`src/rtl/btl_pkg.sv`:
```
package btl_pkg;

    typedef enum logic [3:0] {
        ST_IDLE,
        ST_FETCH_ACQ,
        ST_FETCH,
        ST_RD_SERVE,
        ST_WR_FILL,
        ST_COMMIT_ACQ,
        ST_COMMIT,
        ST_PASS,
        ST_PASS_RD
    } btl_state_e;

    typedef enum logic [1:0] {
        AC_CTRL,
        AC_BUF_RD,
        AC_BUF_WR,
        AC_PASS
    } acc_kind_e;

    typedef enum logic [1:0] {
        RS_NONE,
        RS_BUF,
        RS_RAM
    } rsel_e;

endpackage

```
`src/rtl/btl_classify.sv`:
```
module btl_classify
    import btl_pkg::*;
#(
    parameter int ADDR_W  = 12,
    parameter int SA_W    = 5,
    parameter int OFF_W   = 5,
    parameter int CTRL_LO = 'h402
) (
    input  logic              we,
    input  logic [ADDR_W-1:0] addr,
    input  logic              rd_en,
    input  logic              wr_en,
    input  logic              alt_sa31,
    output acc_kind_e         kind,
    output logic              ctrl_rd,
    output logic              ctrl_wr
);
    localparam int SA_LO = OFF_W;
    localparam int SA_HI = OFF_W + SA_W - 1;

    logic [SA_W-1:0]   sa;
    logic [ADDR_W-1:0] rel;
    logic              in_area;
    logic              is_ctrl;

    assign sa      = addr[SA_HI:SA_LO];
    assign rel     = addr - ADDR_W'(CTRL_LO);
    assign is_ctrl = we && (addr >= ADDR_W'(CTRL_LO)) && (rel <= ADDR_W'(3));
    assign in_area = (addr[ADDR_W-1:SA_HI+1] == '0) && (sa != '0) &&
                     ((sa != '1) || alt_sa31);
    assign ctrl_wr = rel[0];
    assign ctrl_rd = rel[1];

    always_comb begin
        if (is_ctrl)                   kind = AC_CTRL;
        else if (in_area && !we && rd_en) kind = AC_BUF_RD;
        else if (in_area && we && wr_en)  kind = AC_BUF_WR;
        else                           kind = AC_PASS;
    end
endmodule

```
`src/rtl/btl_buffer.sv`:
```
module btl_buffer #(
    parameter int DEPTH  = 32,
    parameter int DATA_W = 16,
    parameter int AW     = $clog2(DEPTH)
) (
    input  logic              clk,
    input  logic              we,
    input  logic [AW-1:0]     waddr,
    input  logic [DATA_W-1:0] wdata,
    input  logic [AW-1:0]     raddr_a,
    output logic [DATA_W-1:0] rdata_a,
    input  logic [AW-1:0]     raddr_b,
    output logic [DATA_W-1:0] rdata_b
);
    logic [DATA_W-1:0] words [DEPTH];

    always_ff @(posedge clk) begin
        if (we) words[waddr] <= wdata;
    end

    assign rdata_a = words[raddr_a];
    assign rdata_b = words[raddr_b];
endmodule

```
`src/rtl/btl_burst_timer.sv`:
```
module btl_burst_timer #(
    parameter int OFF_W    = 5,
    parameter int WORD_CYC = 4
) (
    input  logic             clk,
    input  logic             rst_n,
    input  logic             start,
    input  logic             run,
    input  logic [OFF_W:0]   len,
    output logic [OFF_W-1:0] beat,
    output logic             issue,
    output logic             land,
    output logic             last
);
    localparam int PH_W = $clog2(WORD_CYC);
    localparam logic [PH_W-1:0] PH_END = PH_W'(WORD_CYC - 1);

    logic [PH_W-1:0] phase;

    always_ff @(posedge clk or negedge rst_n) begin
        if (!rst_n) begin
            beat  <= '0;
            phase <= '0;
        end else if (start) begin
            beat  <= '0;
            phase <= '0;
        end else if (run) begin
            if (phase == PH_END) begin
                phase <= '0;
                beat  <= beat + 1'b1;
            end else begin
                phase <= phase + 1'b1;
            end
        end
    end

    assign issue = run && (phase == '0);
    assign land  = run && (phase == PH_W'(1));
    assign last  = run && (phase == PH_END) && ({1'b0, beat} == len - 1'b1);
endmodule

```
`src/rtl/btl_xfer_buffer.sv`:
```
module btl_xfer_buffer
    import btl_pkg::*;
#(
    parameter int ADDR_W   = 12,
    parameter int DATA_W   = 16,
    parameter int SA_W     = 5,
    parameter int OFF_W    = 5,
    parameter int WORD_CYC = 4,
    parameter int CTRL_LO  = 'h402
) (
    input  logic              clk,
    input  logic              rst_n,
    input  logic              alt_sa31_data,
    input  logic              cpu_req,
    input  logic              cpu_we,
    input  logic [ADDR_W-1:0] cpu_addr,
    input  logic [DATA_W-1:0] cpu_wdata,
    output logic              cpu_ack,
    output logic [DATA_W-1:0] cpu_rdata,
    output logic              ram_req,
    input  logic              ram_gnt,
    output logic              ram_en,
    output logic              ram_we,
    output logic [ADDR_W-1:0] ram_addr,
    output logic [DATA_W-1:0] ram_wdata,
    input  logic [DATA_W-1:0] ram_rdata
);
    localparam int DEPTH = 1 << OFF_W;
    localparam int SA_LO = OFF_W;
    localparam int SA_HI = OFF_W + SA_W - 1;

    btl_state_e        state, nxt, ret_q;
    logic [SA_W-1:0]   sa_q;
    logic [OFF_W:0]    cnt_q, burst_len;
    logic              rd_en_q, wr_en_q, ack_q;
    logic [DATA_W-1:0] rdata_q;

    acc_kind_e         kind;
    logic              ctrl_rd, ctrl_wr, req_hit;
    logic [OFF_W-1:0]  off, beat;
    logic              issue, land, last, t_start, t_run;
    logic              ack_set, ctrl_upd, grab, ret_set, cpu_buf_wr;
    rsel_e             rsel;
    logic              buf_we;
    logic [OFF_W-1:0]  buf_waddr;
    logic [DATA_W-1:0] buf_wdata, buf_rd_a, buf_rd_b;
    logic [ADDR_W-1:0] burst_addr;

    assign off     = cpu_addr[OFF_W-1:0];
    assign req_hit = cpu_req && !ack_q;

    btl_classify #(.ADDR_W(ADDR_W), .SA_W(SA_W), .OFF_W(OFF_W), .CTRL_LO(CTRL_LO)) u_cls (
        .we(cpu_we), .addr(cpu_addr), .rd_en(rd_en_q), .wr_en(wr_en_q),
        .alt_sa31(alt_sa31_data), .kind(kind), .ctrl_rd(ctrl_rd), .ctrl_wr(ctrl_wr)
    );

    assign t_start   = ((state == ST_FETCH_ACQ) || (state == ST_COMMIT_ACQ)) && ram_gnt;
    assign t_run     = (state == ST_FETCH) || (state == ST_COMMIT);
    assign burst_len = (state == ST_COMMIT) ? cnt_q : (OFF_W+1)'(DEPTH);

    btl_burst_timer #(.OFF_W(OFF_W), .WORD_CYC(WORD_CYC)) u_tmr (
        .clk(clk), .rst_n(rst_n), .start(t_start), .run(t_run), .len(burst_len),
        .beat(beat), .issue(issue), .land(land), .last(last)
    );

    btl_buffer #(.DEPTH(DEPTH), .DATA_W(DATA_W), .AW(OFF_W)) u_buf (
        .clk(clk), .we(buf_we), .waddr(buf_waddr), .wdata(buf_wdata),
        .raddr_a(off), .rdata_a(buf_rd_a), .raddr_b(beat), .rdata_b(buf_rd_b)
    );

    // Next state and per-cycle decisions.
    always_comb begin
        nxt        = state;
        ack_set    = 1'b0;
        ctrl_upd   = 1'b0;
        grab       = 1'b0;
        ret_set    = 1'b0;
        cpu_buf_wr = 1'b0;
        rsel       = RS_NONE;
        unique case (state)
            ST_IDLE, ST_RD_SERVE, ST_WR_FILL: begin
                if (req_hit) begin
                    unique case (kind)
                        AC_CTRL: begin
                            ack_set  = 1'b1;
                            ctrl_upd = 1'b1;
                        end
                        AC_BUF_RD: begin
                            if (state == ST_RD_SERVE) begin
                                ack_set = 1'b1;
                                rsel    = RS_BUF;
                                if (off == '0) nxt = ST_IDLE;
                            end else if (state == ST_IDLE) begin
                                grab = 1'b1;
                                nxt  = ST_FETCH_ACQ;
                            end else begin
                                ret_set = 1'b1;
                                nxt     = ST_PASS;
                            end
                        end
                        AC_BUF_WR: begin
                            if (state == ST_RD_SERVE) begin
                                ret_set = 1'b1;
                                nxt     = ST_PASS;
                            end else begin
                                grab       = (state == ST_IDLE);
                                cpu_buf_wr = 1'b1;
                                if (off == '0) nxt = ST_COMMIT_ACQ;
                                else begin
                                    ack_set = 1'b1;
                                    nxt     = ST_WR_FILL;
                                end
                            end
                        end
                        default: begin
                            ret_set = 1'b1;
                            nxt     = ST_PASS;
                        end
                    endcase
                end
            end
            ST_FETCH_ACQ:  if (ram_gnt) nxt = ST_FETCH;
            ST_FETCH:      if (last) nxt = ST_RD_SERVE;
            ST_COMMIT_ACQ: if (ram_gnt) nxt = ST_COMMIT;
            ST_COMMIT: begin
                if (last) begin
                    ack_set = 1'b1;
                    nxt     = ST_IDLE;
                end
            end
            ST_PASS: begin
                if (ram_gnt) begin
                    if (cpu_we) begin
                        ack_set = 1'b1;
                        nxt     = ret_q;
                    end else begin
                        nxt = ST_PASS_RD;
                    end
                end
            end
            ST_PASS_RD: begin
                ack_set = 1'b1;
                rsel    = RS_RAM;
                nxt     = ret_q;
            end
            default: nxt = ST_IDLE;
        endcase
    end

    // State register and held context.
    always_ff @(posedge clk or negedge rst_n) begin
        if (!rst_n) begin
            state   <= ST_IDLE;
            ret_q   <= ST_IDLE;
            sa_q    <= '0;
            cnt_q   <= '0;
            rd_en_q <= 1'b1;
            wr_en_q <= 1'b1;
            ack_q   <= 1'b0;
            rdata_q <= '0;
        end else begin
            state <= nxt;
            ack_q <= ack_set;
            if (ret_set) ret_q <= state;
            if (grab) begin
                sa_q  <= cpu_addr[SA_HI:SA_LO];
                cnt_q <= {1'b0, off} + 1'b1;
            end
            if (ctrl_upd) begin
                rd_en_q <= ctrl_rd;
                wr_en_q <= ctrl_wr;
            end
            if (rsel == RS_BUF)      rdata_q <= buf_rd_a;
            else if (rsel == RS_RAM) rdata_q <= ram_rdata;
        end
    end

    always_comb begin
        burst_addr = '0;
        burst_addr[SA_HI:SA_LO] = sa_q;
        burst_addr[OFF_W-1:0]   = beat;
    end

    // Outputs toward RAM and the word store.
    always_comb begin
        ram_req   = 1'b0;
        ram_en    = 1'b0;
        ram_we    = 1'b0;
        ram_addr  = burst_addr;
        ram_wdata = buf_rd_b;
        buf_we    = cpu_buf_wr;
        buf_waddr = off;
        buf_wdata = cpu_wdata;
        unique case (state)
            ST_FETCH_ACQ, ST_COMMIT_ACQ: ram_req = 1'b1;
            ST_FETCH: begin
                ram_req = 1'b1;
                ram_en  = issue;
                if (land) begin
                    buf_we    = 1'b1;
                    buf_waddr = beat;
                    buf_wdata = ram_rdata;
                end
            end
            ST_COMMIT: begin
                ram_req = 1'b1;
                ram_en  = issue;
                ram_we  = 1'b1;
            end
            ST_PASS: begin
                ram_req   = 1'b1;
                ram_en    = ram_gnt;
                ram_we    = cpu_we;
                ram_addr  = cpu_addr;
                ram_wdata = cpu_wdata;
            end
            default: ;
        endcase
    end

    assign cpu_ack   = ack_q;
    assign cpu_rdata = rdata_q;
endmodule

```
`config.mk`:
```
export PLATFORM = sky130hd
export DESIGN_NAME = btl_xfer_buffer
export DESIGN_NICKNAME = d
export VERILOG_FILES = /design/src/rtl/btl_pkg.sv /design/src/rtl/btl_classify.sv /design/src/rtl/btl_buffer.sv /design/src/rtl/btl_burst_timer.sv /design/src/rtl/btl_xfer_buffer.sv
export SDC_FILE = /design/constraint.sdc
export NUM_CORES = 1
export LEC_CHECK = 0
export CAP_MARGIN = 20
export CORE_MARGIN = 2
export CORE_UTILIZATION = 40
export DETAILED_ROUTE_END_ITERATION = 16
export RECOVER_POWER = 50
export SYNTH_ARGS = -nofsm -noshare
export SYNTH_HDL_FRONTEND = slang
export SYNTH_SLANG_ARGS = --single-unit
```
`constraint.sdc`:
```
create_clock -name clk -period 3 [get_ports clk]
set_input_delay 0.75 -clock clk [delete_from_list [all_inputs] [get_ports clk]]
set_output_delay 0.75 -clock clk [all_outputs]
set_load 0.02 [all_outputs]
```
==> impl_metrics.ini, run 1 <==
[worst_hold_path]
worstHoldPathCells = 3
hold_start = cpu_addr[8]
min_delay_worst_endpoint = sa_q[3]
hold_path_class = input port to register

[clock_network]
cts-hold-fix-buffers = 0
clk_pin_slew_worst_paths_ns = 0.06
clk_latency_worst_skew_pair_ns = 0.64
clock_tree.root_cell = sky130_fd_sc_hd__clkbuf_16
tritoncts = done
cts_max_level = 2
inserted_clock_buffers = 56
cts.sinks = 557
cts_buffer_depth = 3

[critical_path]
critical_path_arrival_ns = 3.16
worst-path-max-fanout = 6
worst_r2r_startpoint = state[3]
critical_path.startpoint_type = register
regToRegEndpoint = u_buf.words[20][4]
required_time_of_the_critical_path_ns = 2.25
worstRegToRegCells = 8
reg2reg_setup_slack_ns = 0.07
crit_path_end_kind = output port
setup.worst_path.class = register to output port

[sta]
worst_clock_skew_ns = 0.0164
final-max-slew-violation-count = 25
rsz0062_at_grt = yes
least_setup_slack_across_all_paths_after_layout_ns = -0.913
normalized_max_slew_margin = -0.0694
final_min_period_over_clock_period = 1.30
max_slew.worst_pin.slew_ns = 1.60
finalSetupViolCount = 155
hold_viol = 0
timing.final.crit_period_ns = 3.91
clock.fmax_mhz = 256

[detailed_routing]
wl_mm = 84.4
ant_nets = 0
drtPass1Iterations = 5
viasPerCell = 6.12
vias = 16900
drtIter0Drc = 2007
routedWlPerCell_um = 30.5
drc_errors = 0

[yosys]
synth_top_cells_by_count = 512 x sky130_fd_sc_hd__edfxtp_1, 300 x sky130_fd_sc_hd__mux4_2, 133 x sky130_fd_sc_hd__nand2_1, 53 x sky130_fd_sc_hd__nor2_1, 44 x sky130_fd_sc_hd__buf_2
synth_top_area_frac = 0.571
synth_cell_types = 63
post_synth_edffs = 512
synthesis.yosys.warnings = 0
synth_top_flop_cell = sky130_fd_sc_hd__edfxtp_1
mappedNetlistArea_um2 = 26900
ys_top_cells_by_area = sky130_fd_sc_hd__edfxtp_1 57%, sky130_fd_sc_hd__mux4_2 25%, sky130_fd_sc_hd__dfrtp_1 4.0%
seq_area_frac_synth = 0.612
synth_cells = 1471
post-synth-top-area-cell = sky130_fd_sc_hd__edfxtp_1
synth.avg_cell_area_um2 = 18.3
synth_seq_cells = 557
postSynth.asyncResetShare = 0.0808
synth_nets = 1535
synthMostInstantiatedCell = sky130_fd_sc_hd__edfxtp_1

[global_routing]
first_pass_grt_wire_length_mm = 121
grt_max_degree = 46
first_global_vias = 17300
grt_usage = 0.243
global_route.overflow_total = 0
antenna_found_initial = 4

[pwr]
power_density_nw_per_um2 = 808
vdd.ir_drop.worst_uv = 478
cell_leakage_power_nw = 11.6
post_route_total_power_mw = 27.8

[place]
place_area_um2 = 31600
gpl.final_weighted_congestion = 0.911
post-place-ws_ns = -1.11
dp_hpwl_mm = 57.8
buffer_ports.inserted = 97

[die]
die-width_um = 264
rows = 95
boundaryPins = 98
floorplan.initialDensity = 0.403
die_y_um = 264
placeableCoreArea_um2 = 66900
die_area_um2 = 69500

[run]
maxCapViolCount = 1

[final_layout]
fin_nets = 1908
fin_area_um2 = 34400
final_util = 0.514
drive_gt1_frac = 0.447
area.growth.synth_to_final_pct = 27.7

[status]
status = finished, violations left
violations = capacitance limit, slew limit, setup timing
registers in the layout (all words and copies together), names as in the netlist:
name / count
u_buf.words: 512
u_tmr.beat: 5
ret_q: 4
cnt_q: 6
sa_q: 5
wr_en_q: 1
rd_en_q: 1
cpu_rdata: 16
cpu_ack: 1
u_tmr.phase: 2
state: 4
area by class of cell:
class | instances | area, um2
Sequential cell | 557 | 16500
Clock buffer | 62 | 1450
Inverter | 15 | 62.6
Multi-Input combinational cell | 785 | 10300
Timing Repair Buffer | 429 | 4540
Antenna cell | 2 | 5.00
Clock inverter | 42 | 413
Fill cell | 5364 | 32500
Tap cell | 873 | 1090
worst max path at each step:
stage | from | end | slack (ns) | depth (start not counted)
5_1_grt | u_tmr.beat[0] | ram_wdata[0] | -0.99 | 10
3_3_place_gp | cpu_addr[6] | u_buf.words[27][8] | -1.08 | 13
6_report | u_tmr.beat[0] | ram_wdata[6] | -0.91 | 10
4_1_cts | u_tmr.beat[0] | ram_wdata[12] | -0.94 | 9
2_1_floorplan | cpu_addr[1] | u_buf.words[11][0] | -0.57 | 16
3_5_place_dp | cpu_addr[6] | u_buf.words[27][8] | -1.11 | 13
critical path: stages (launching register included):
cell and delay [ns]:
sky130_fd_sc_hd__dfrtp_4 0.52, sky130_fd_sc_hd__buf_12 0.15, sky130_fd_sc_hd__buf_16 0.15, sky130_fd_sc_hd__buf_16 0.15
sky130_fd_sc_hd__buf_4 0.13, sky130_fd_sc_hd__mux4_2 0.44, sky130_fd_sc_hd__mux4_2 0.45, sky130_fd_sc_hd__mux2i_1 0.17
sky130_fd_sc_hd__buf_4 0.17, sky130_fd_sc_hd__o21ai_2 0.06, sky130_fd_sc_hd__buf_6 0.13
cells by family after synthesis:
| kind of cell | after synthesis | share of synthesized area |
|---|---|---|
| adder cells (fa/ha/maj) | 14 | 0.00650 |
| AND/OR/NAND/NOR | 272 | 0.0478 |
| XOR/XNOR | 14 | 0.00455 |
| flip-flops | 557 | 0.612 |
| AO/OA/AOI/OAI | 148 | 0.0351 |
| buffers and inverters | 129 | 0.0238 |
| multiplexers | 337 | 0.270 |
cell usage in the layout, fill, tap and decap left out, types with 9 or more instances in the layout:
cell type                         instances
sky130_fd_sc_hd__edfxtp_1               512
sky130_fd_sc_hd__mux4_2                 300
sky130_fd_sc_hd__buf_4                  208
sky130_fd_sc_hd__nand2_1                133
sky130_fd_sc_hd__buf_12                  68
sky130_fd_sc_hd__clkbuf_16               58
sky130_fd_sc_hd__dfrtp_1                 37
sky130_fd_sc_hd__clkdlybuf4s50_1         36
sky130_fd_sc_hd__a21oi_1                 34
sky130_fd_sc_hd__nor2_4                  32
sky130_fd_sc_hd__a22oi_1                 31
sky130_fd_sc_hd__buf_6                   29
sky130_fd_sc_hd__o21ai_0                 26
sky130_fd_sc_hd__nor2_1                  19
sky130_fd_sc_hd__nor3b_1                 19
sky130_fd_sc_hd__dlygate4sd3_1           18
sky130_fd_sc_hd__dlygate4sd2_1           17
sky130_fd_sc_hd__buf_2                   14
sky130_fd_sc_hd__mux2i_1                 12
sky130_fd_sc_hd__ha_1                    12
sky130_fd_sc_hd__clkbuf_1                12
sky130_fd_sc_hd__buf_16                  12
sky130_fd_sc_hd__clkinv_2                11
sky130_fd_sc_hd__clkbuf_4                11
sky130_fd_sc_hd__inv_1                   10
sky130_fd_sc_hd__mux2_2                  10
sky130_fd_sc_hd__a31oi_1                  9
sky130_fd_sc_hd__o21ai_1                  9
sky130_fd_sc_hd__clkinv_1                 9
per-stage QoR:
step                      setup TNS (ns)  cells  hold slack [ns]
after floorplan                  -264.24   1471            0.454
after global placement           -515.70   2604            0.469
after detailed placement         -520.99   2605            0.472
after CTS                         -14.29   2754            0.137
after global routing              -45.91   2763            0.481
final                             -22.48   2765            0.462
metal layers:
metal  GRT usage  share of wire  up-vias
li1            -              -     6941
met1       0.321           0.38     8855
met2       0.399           0.49      978
met3      0.0479          0.091      159
met4      0.0933          0.036        2
met5           0        0.00015        -
power by group:
group / internal, mW / switching [mW] / total, mW / leakage (nW)
logic: 5.42 / 5.75 / 11.2 / 5.55
clock network: 3.95 / 3.19 / 7.14 / 0.895
registers: 9.25 / 0.225 / 9.48 / 5.16
total: 18.6 / 9.17 / 27.8 / 11.6
timing repair:
item,CTS,global route
hold endpoints to repair,0,0
buffers inserted,39,11
pin swaps,16,12
gates resized for setup,194,27
setup endpoints to repair,566,257
cloned,8,1
Power figures use the tool's default switching activity.
==> run 2: changes to the inputs <==
--- a/config.mk
+++ b/config.mk
@@ -10,6 +10,7 @@
 export CORE_UTILIZATION = 40
 export DETAILED_ROUTE_END_ITERATION = 16
 export RECOVER_POWER = 50
+export SETUP_SLACK_MARGIN = 0.4
 export SYNTH_ARGS = -nofsm -noshare
 export SYNTH_HDL_FRONTEND = slang
 export SYNTH_SLANG_ARGS = --single-unit
==> impl_metrics.ini, run 2 (same netlist as run 1, synthesis figures left out) <==
[sta]
hold_viol = 0
normalized_max_slew_margin = -0.450
timing.final.crit_period_ns = 3.94
least_setup_slack_across_all_paths_after_layout_ns = -0.941
final_min_period_over_clock_period = 1.31
max_slew.worst_pin.slew_ns = 2.17
finalSetupViolCount = 536
final-max-slew-violation-count = 37
clock.fmax_mhz = 254
rsz0062_at_grt = yes
worst_clock_skew_ns = 0.0293

[detailed_routing]
wl_mm = 86.5
drtPass1Iterations = 7
ant_nets = 0
vias = 17100
routedWlPerCell_um = 31.2
drtIter0Drc = 2112
drc_errors = 0
viasPerCell = 6.17

[critical_path]
reg2reg_setup_slack_ns = -0.25
cpPeakStageDelay_ns = 0.52
cp_common_cell = sky130_fd_sc_hd__buf_12
total_number_of_cells_along_the_worst_setup_path = 10
worst_r2r_startpoint = state[3]
crit_family = multiplexers
worstSetupStartpoint = u_tmr.beat[0]
crit_path_end_kind = output port
worst-path-max-fanout = 5
critical_path.startpoint_type = register
worstRegToRegCells = 12
setup.worst_path.class = register to output port
regToRegEndpoint = u_buf.words[30][11]
cp_cell_sequence = buf_12 > buf_12 > buf_16 > buf_12 > mux4_2 > mux4_2 > mux2i_4 > buf_6 > o21ai_4 > buf_6
max_stage_delay_cell_worst_path = sky130_fd_sc_hd__mux4_2
critPathCapture = ram_wdata[8]
critical_path_arrival_ns = 3.19
cp.buffers_inverters = 6
required_time_of_the_critical_path_ns = 2.25

[die]
die_area_um2 = 69500
boundaryPins = 98
floorplan.initialDensity = 0.403
placeableCoreArea_um2 = 66900
die_y_um = 264
die-width_um = 264
rows = 95

[final_layout]
antenna-diode-count = 0
area.growth.synth_to_final_pct = 32.6
layout.cells.most_common_list = 512 x sky130_fd_sc_hd__edfxtp_1, 300 x sky130_fd_sc_hd__mux4_2, 128 x sky130_fd_sc_hd__buf_4
largest_reg_flops = 512
regMostFlops = u_buf.words
drive_gt1_frac = 0.495
fin_area_um2 = 35700
mostFrequentLayoutCell = sky130_fd_sc_hd__edfxtp_1
layout.cells.non_filler = 2776
final_util = 0.534
n_fill_cell = 5150
fin_nets = 1916

[run]
maxCapViolCount = 1

[pwr]
vdd.ir_drop.worst_uv = 621
cell_leakage_power_nw = 12.0
seqPwrFrac = 0.323
power.switching_fraction = 0.319
internal_power_mw = 20.0
clock_power_share = 0.266
p_comb_frac = 0.411
power_density_nw_per_um2 = 821
switchingPower_mw = 9.37

[global_routing]
first_pass_grt_wire_length_mm = 124
grt_max_degree = 45
grt_usage = 0.248
first_global_vias = 17400
global_route.overflow_total = 0
antenna_found_initial = 0

[clock_network]
cts.sinks = 557
inserted_clock_buffers = 60
cts_max_level = 2
clk_pin_slew_worst_paths_ns = 0.07
clock_tree.root_cell = sky130_fd_sc_hd__clkbuf_16
cts_buffer_depth = 3
tritoncts = done
clk_latency_worst_skew_pair_ns = 0.64

[place]
place_area_um2 = 31400
dp_hpwl_mm = 56.3
gpl.final_weighted_congestion = 0.867
buffer_ports.inserted = 97
dp.cells = 2562

[status]
status = finished, violations left
violations = capacitance limit, slew limit, setup timing

[worst_hold_path]
hold_path_class = input port to register
-- run 2: cell types whose count changed in the layout (fill, tap and decap cells not counted), sizes merged, moves of 5 or more --
cell,before,now
dlygate4sd2,17,4
clkdlybuf4s50,36,45
inv,20,15
clkbuf,86,93
buf,334,349
dlygate4sd3,18,9
-- run 2: what timing repair did --
item / in CTS / in global routing
pin swaps: 39 / 43
cloned: 11 / 2
hold endpoints to repair: 0 / 3
hold buffers: 0 / 1
endpoints found under the setup margin: 579 / 579
buffers inserted: 62 / 24
resized for setup: 353 / 144
-- run 2: worst min-delay path by stage --
stage | start | cells past startpoint | end
2_1_floorplan | rst_n | 0 | cnt_q[0]
3_3_place_gp | wr_en_q | 2 | wr_en_q
3_5_place_dp | rd_en_q | 2 | rd_en_q
4_1_cts | rst_n | 1 | cpu_rdata[12]
5_1_grt | cpu_addr[9] | 3 | sa_q[4]
6_report | cpu_addr[9] | 3 | sa_q[4]
-- run 2: per-layer routing --
metal / GRT usage / wire, um / vias up / part of all wire
met5: 0 / 0 / - / 0
met4: 0.0798 / 2830 / 0 / 0.033
met3: 0.0394 / 6720 / 157 / 0.078
met2: 0.410 / 42900 / 914 / 0.50
met1: 0.338 / 34000 / 9089 / 0.39
li1: - / - / 6958 / -
-- run 2: cell type report --
class,instances,area [um2],area share
clock buffer,71,1620,0.0452
clock inverter,42,463,0.0130
inverter,15,72.6,0.00203
multi-input combinational,785,10800,0.303
sequential,557,16500,0.462
tap,873,1090,0.0306
timing repair buffer,433,5160,0.144
-- run 2: power groups by stage --
| stage | combinational (mW) | sequential [mW] | clock, mW |
|---|---|---|---|
| 2_1_floorplan | 6.13 | 9.66 | 0 |
| 3_3_place_gp | 10.0 | 9.67 | 0 |
| 3_5_place_dp | 10.1 | 9.68 | 0 |
| 4_1_cts | 11.8 | 9.46 | 7.92 |
| 5_1_grt | 12.6 | 9.50 | 8.21 |
| 6_report | 12.1 | 9.47 | 7.82 |
-- run 2: through the flow --
| stage | hold slack (ns) | setup slack, ns | TNS, ns | power (mW) |
|---|---|---|---|---|
| after global placement | 0.472 | -1.22 | -521.08 | 19.7 |
| final | 0.443 | -0.941 | -85.31 | 29.4 |
| after CTS | 0.296 | -0.976 | -17.17 | 29.1 |
| after floorplan | 0.454 | -0.568 | -264.20 | 15.8 |
| after detailed placement | 0.476 | -1.16 | -502.99 | 19.7 |
| after global routing | 0.448 | -0.980 | -156.40 | 30.4 |
-- run 2: worst min-delay path: stages --
cell and delay, ns:
sky130_fd_sc_hd__buf_6 0.07, sky130_fd_sc_hd__buf_4 0.10, sky130_fd_sc_hd__mux2_2 0.13
